### src/rtl/i2c_mem_addr_frontend.sv
module i2c_mem_addr_frontend #(
  parameter logic [3:0] MEM_TYPE = 4'b1010,
  parameter logic [3:0] ID_TYPE  = 4'b1011
) (
  input  logic        clk,
  input  logic        rst_n,
  input  logic        scl_in,
  input  logic        sda_in,
  input  logic [2:0]  chip_sel,
  output logic        sda_drive_low,
  output logic        addr_valid,
  output logic [15:0] addr,
  output logic        id_region,
  output logic        rd_nwr
);
  localparam int BITS = 8;

  typedef enum logic [1:0] {S_IDLE, S_SEL, S_AHI, S_ALO} st_t;

  logic [1:0] scl_sync, sda_sync;
  logic       scl_q, sda_q;
  st_t        st;
  logic [3:0] bitcnt;
  logic [7:0] shreg;
  logic       ack;

  wire scl = scl_sync[1];
  wire sda = sda_sync[1];
  wire start_seen = scl_q && scl && sda_q && !sda;
  wire stop_seen  = scl_q && scl && !sda_q && sda;
  wire scl_rise   = !scl_q && scl;
  wire scl_fall   = scl_q && !scl;
  wire type_ok    = (shreg[7:4] == MEM_TYPE) || (shreg[7:4] == ID_TYPE);
  wire sel_match  = type_ok && (shreg[3:1] == chip_sel);

  assign sda_drive_low = ack;

  always_ff @(posedge clk or negedge rst_n) begin
    if (!rst_n) begin
      scl_sync <= 2'b11;
      sda_sync <= 2'b11;
      scl_q    <= 1'b1;
      sda_q    <= 1'b1;
    end else begin
      scl_sync <= {scl_sync[0], scl_in};
      sda_sync <= {sda_sync[0], sda_in};
      scl_q    <= scl;
      sda_q    <= sda;
    end
  end

  always_ff @(posedge clk or negedge rst_n) begin
    if (!rst_n) begin
      st         <= S_IDLE;
      bitcnt     <= '0;
      shreg      <= '0;
      ack        <= 1'b0;
      addr_valid <= 1'b0;
      addr       <= '0;
      id_region  <= 1'b0;
      rd_nwr     <= 1'b0;
    end else begin
      addr_valid <= 1'b0;
      if (start_seen) begin
        st     <= S_SEL;
        bitcnt <= '0;
        ack    <= 1'b0;
      end else if (stop_seen) begin
        st  <= S_IDLE;
        ack <= 1'b0;
      end else if (st != S_IDLE) begin
        if (scl_rise && bitcnt < 4'(BITS)) begin
          shreg  <= {shreg[6:0], sda};
          bitcnt <= bitcnt + 4'd1;
        end else if (scl_fall && ack) begin
          ack    <= 1'b0;
          bitcnt <= '0;
          case (st)
            S_SEL:   st <= S_AHI;
            S_AHI:   st <= S_ALO;
            default: begin
              st         <= S_IDLE;
              addr_valid <= 1'b1;
            end
          endcase
        end else if (scl_fall && bitcnt == 4'(BITS)) begin
          case (st)
            S_SEL: begin
              if (sel_match) begin
                ack       <= 1'b1;
                id_region <= (shreg[7:4] == ID_TYPE);
                rd_nwr    <= shreg[0];
              end else begin
                st <= S_IDLE;
              end
            end
            S_AHI: begin
              ack         <= 1'b1;
              addr[15:8]  <= shreg;
            end
            default: begin
              ack        <= 1'b1;
              addr[7:0]  <= shreg;
            end
          endcase
        end
      end
    end
  end
endmodule


### config.mk
export PLATFORM = sky130hd
export DESIGN_NAME = i2c_mem_addr_frontend
export DESIGN_NICKNAME = d
export VERILOG_FILES = /design/src/rtl/i2c_mem_addr_frontend.sv
export SDC_FILE = /design/constraint.sdc
export NUM_CORES = 1
export LEC_CHECK = 0
export BUFFER_PORTS_ARGS = -buffer_cell sky130_fd_sc_hd__clkbuf_2
export CAP_MARGIN = 20
export CELL_PAD_IN_SITES_DETAIL_PLACEMENT = 1
export CELL_PAD_IN_SITES_GLOBAL_PLACEMENT = 2
export CORE_MARGIN = 2
export CORE_UTILIZATION = 31
export DETAILED_ROUTE_END_ITERATION = 10
export GPL_ROUTABILITY_DRIVEN = 0
export PLACE_DENSITY_LB_ADDON = 0.2
export SETUP_SLACK_MARGIN = 0.05
export SYNTH_ARGS = -nofsm -noshare
export SYNTH_HDL_FRONTEND = slang
export SYNTH_SLANG_ARGS = --single-unit
### constraint.sdc
create_clock -name clk -period 3.9 [get_ports clk]
set_clock_uncertainty 0.05 [all_clocks]
set_input_delay 0.78 -clock clk [delete_from_list [all_inputs] [get_ports clk]]
set_output_delay 0.78 -clock clk [all_outputs]
set_load 0.01 [all_outputs]
Yosys cells after proc, flatten, opt, wreduce, memory -nomap -nowiden
Cells that the tools add are included.

$add $sub $neg: 1. $lt $le $gt $ge: 1. Equality and inequality tests: 10. Mux-type cells: 28. Bitwise gates (word level): 5. Reduce and logical (&&, ||, !) cells: 30.

Operator list (number): $mux W4 (5); $mux W2 (8); $mux W1 (14); $reduce_and A7 Y1 (2); $eq A4 B4 Y1 const B (3); $logic_and A1 B1 Y1 (11); $reduce_and A4 Y1 (2); $reduce_and A8 Y1 (1); $reduce_bool A4 Y1 (2); $reduce_bool A3 Y1 (2); $ne A5 B5 Y1 const B (1); $not A1 Y1 (5); $reduce_and A5 Y1 (1); $add A4 B1 Y4 const B (1); $logic_not A1 Y1 (4); $lt A4 B4 Y1 const B (1); $ne A4 B3 Y1 const B (1); $pmux W2 S2 (1); $reduce_bool A2 Y1 (2); $eq A3 B3 Y1 (1); $ne A3 B3 Y1 const B (1); $reduce_and A3 Y1 (1); $eq A2 B1 Y1 const B (1); $eq A2 B2 Y1 const B (1); 3 further kinds (3).

Flip-flop bits (word level): 40. Input bits: 7. Output and inout port bits: 20. Logic and storage cells: 88.

Depth between registers and ports, before layout
Depth in word-level cells: 11. Mapped depth: 7. Gate-level depth less buffers: 6.

Worst setup path after synthesis
OpenSTA, ideal clock, no wires.

Kind: register -> register. From: register st[0]. To: register addr[0]. Library setup time: 0.125 ns. Arrival time: 1.912 ns. Required time: 3.725 ns. Path slack: 1.813 ns. Cell stages (with the launch flop): 8. Path buffers: 1. Period minus slack after synthesis: 2.087 ns. Path through: dfrtp_1 > inv_1 > ha_1 > or3b_4 > nor4_4 > and2_2 > buf_6 > mux2_2.

Cells in the longest elaborated chain, start to end: 4. Elaborated cells on any way between the ends: 6. Classes of those cells: eq/ne: 2; bitwise: 1; reduce/logical: 3.

Ends and longest elaborated chain: from (decl) (RTL line 22) `st_t st;`; from (signal assigned) (RTL line 54) `st <= S_IDLE;`; from (signal assigned) (RTL line 65) `st <= S_SEL;`; from (signal assigned) (RTL line 69) `st <= S_IDLE;`; $eq A2 B2 Y1 / $eq A2 B1 Y1 (equally long branches) (RTL line 87) `case (st)`; $reduce_or A2 Y1 (no source line); $not A1 Y1 (no source line); $reduce_and A7 Y1 (no source line) *; to (signal assigned) (RTL line 103) `addr[7:0] <= shreg;`; to (decl) (RTL line 12) `output logic [15:0] addr,`.

Mark *: on every way between the ends. The rest lies on a longest branch, timed or not. A chain may end at the register's enable or synchronous reset.

Worst setup path in the final report
From: register st[0]. To: register addr[7].

Same word-level chain as after synthesis.

==> out/metrics.yaml <==
floorplan:
  die_h_um: 79.0
  rows: 27
  io_pins: 27
  core_um2: 5470
  die_area_um2: 6240
  dieWidth_um: 79.0
  start_util_pct: 31.9
setup_path:
  critPathRequiredTime_ns: 4.03
  worstSetupStartpointType: "register"
  max_stage_delay_ns: 0.42
  crit_fanout: 8
  slowest_stage: "or3b_4"
  worst-setup-path-type: "register to register"
  cp_data_arrival_time_ns: 2.39
  cp-end-kind: "register"
  crit_chain: "inv_1 -> ha_1 -> or3b_4 -> nor4_4 -> and2_2 -> mux2_2"
synthesis:
  avgSynthCellArea_um2: 13.8
  synthTopCellsByArea: "dfrtp_1, mux2_2, dfstp_2"
  synth.cell_area_um2: 1740
  yosys.area.top_type_share_pct: 48.8
  synth_cells: 126
  synth_nets: 138
  yosys.area.top_type: "dfrtp_1"
  ys_warn_count: 0
  seq_area_frac_synth_pct: 57.8
  synthDistinctLibCells: 33
  synth_seq_cells: 40
timing:
  min_period_over_period_pct: 58.0
  fin_ws_ns: 1.64
  worst_pin_slew_ns: 0.443
  rsz0062_at_grt: "no"
  fmax_mhz: 442
  finalCriticalPeriod_ns: 2.26
  setup_viol_count_final: 0
  hold_viol: 0
  slew_violations: 0
  max_slew_margin_pct: 70.0
  setup_tns_ns: 0
routing:
  viasPerCell: 4.72
  wl_met2_um: 1630
  drt_iter0_markers: 44
  dr_total_vias: 1080
  wl_met3_um: 153
  postRouteAntennaNets: 0
  wl_um: 3450
  drt-wirelength-per-cell_um: 15.1
  drcViolationCount: 0
  first_pass_iters: 4
  highest_layer: "met4"
  route.layer.met1.wl_um: 1610
flow_run:
  drv_cap: 0
power:
  power.total_mw: 0.882
  leakage_nw: 0.979
  vdd_drop_max_uv: 149
  powerDensity_nw_per_um2: 434
global_route:
  grt_max_degree: 41
  grt_pass1_vias: 1200
  grt_usage_pct: 12.5
  grt_overflow: 0
  grt_pass1_wl_um: 5910
  antenna_found_initial: 0
clock_network:
  clk_latency_ns: 0.29
  cts.path.max_buffers: 2
  h-tree-depth: 2
  clkSinkCount: 40
  hold_buffers: 0
  cts_post_setup_buffers_inserted: 0
  cts_tree: "built"
  cts.repair.resized: 0
  cts_buffers: 5
  root_buffer: "clkbuf_8"
  clk_pin_slew_worst_paths_ns: 0.07
finish:
  area_delta_synth_final_pct: 16.5
  drive_gt1_share_pct: 47.8
  n_antenna_cell: 0
  layout_common_cells: "dfrtp_1, mux2_2, clkbuf_2, inv_1, dfstp_2"
  layout.nets: 169
  mostFrequentLayoutCell: "dfrtp_1"
placed_design:
  io_buffer_count: 26
  pre_cts_slack_ns: 1.62
  hpwl_um: 2420
worst_hold_path:
  hp-class: "register to register"
status:
  status: "finished clean"
-- layout make-up --
class,instances,area [µm²]
timing repair buffer,27,150
tap,72,90.1
clock inverter,1,5.00
clock buffer,6,72.6
fill,621,3440
sequential,40,1010
inverter,8,30.0
multi-input combinational,75,676
-- where the power goes --
part / internal [mW] / switching [mW] / leakage, nW
logic: 0.0551 / 0.0526 / 0.410
clock network: 0.122 / 0.137 / 0.0410
registers: 0.463 / 0.0525 / 0.528
total: 0.640 / 0.242 / 0.979
-- metrics by stage --
step	instance area [µm²]	util [%]	hold WS, ns	cells
finish	2030	37.1	0.309	229
global route	2030	37.1	0.311	229
CTS	2010	36.8	0.309	228
detailed placement	1930	35.3	0.298	221
global placement	1930	35.3	0.295	221
floorplan	1740	-	0.295	126
-- synthesized netlist by cell type, drive strengths merged --
cell	count
o22ai	1
nor3b	2
and3b	1
buf	3
nor2	2
o41ai	1
nor3	1
xor2	4
or4b	1
o32ai	1
dfstp	6
a21oi	1
and2	1
nand3b	2
ha	5
o2bb2ai	2
nand2	6
or2	1
nor4	3
a22oi	1
a31oi	2
dfrtp	34
or3b	2
nand3	2
mux2i	2
and3	1
mux2	27
inv	8
o21ai	3
-- metal layers --
| metal | vias to the layer above | GRT usage [%] |
|---|---|---|
| li1 | 507 | - |
| met1 | 544 | 16.0 |
| met2 | 23 | 19.5 |
| met3 | 6 | 4.09 |
| met4 | 0 | 5.00 |
| met5 | - | 0 |
-- state kept, by name (all words and copies together), names as in the netlist, 2 cells and up --
register	flops
bitcnt	4
sda_sync	2
addr	16
shreg	8
scl_sync	2
st	2
-- logic make-up after synthesis --
kind of cell	count (synthesis)	share of synthesized area [%]
flops	40	57.8
mux	29	18.6
simple gates	25	9.90
compound gates	12	4.66
buf+inv	11	3.44
fa+ha+maj	5	3.59
xor+xnor	4	2.01
-- worst paths after layout --
path / from / end / slack, ns / depth (start not counted)
min reg2reg: sda_sync[0]$_DFF_PN1_ / sda_sync[1]$_DFF_PN1_ / 0.31 / 0
max: st[0]$_DFFE_PN0P_ / addr[7]$_DFFE_PN0P_ / 1.64 / 6
max in group asynchronous: rst_n / scl_q$_DFF_PN1_ / 2.89 / 2
max reg2reg: st[0]$_DFFE_PN0P_ / addr[7]$_DFFE_PN0P_ / 1.64 / 6
min: sda_sync[0]$_DFF_PN1_ / sda_sync[1]$_DFF_PN1_ / 0.31 / 0
min in group asynchronous: rst_n / addr[11]$_DFFE_PN0P_ / 0.35 / 1
-- critical path: cells and delay by family (launching register included) --
family	cells	cell delay, ns
flops	1	0.35
simple gates	3	1.06
buf+inv	1	0.07
mux	1	0.37
fa+ha+maj	1	0.24
Power figures use the tool's default switching activity.
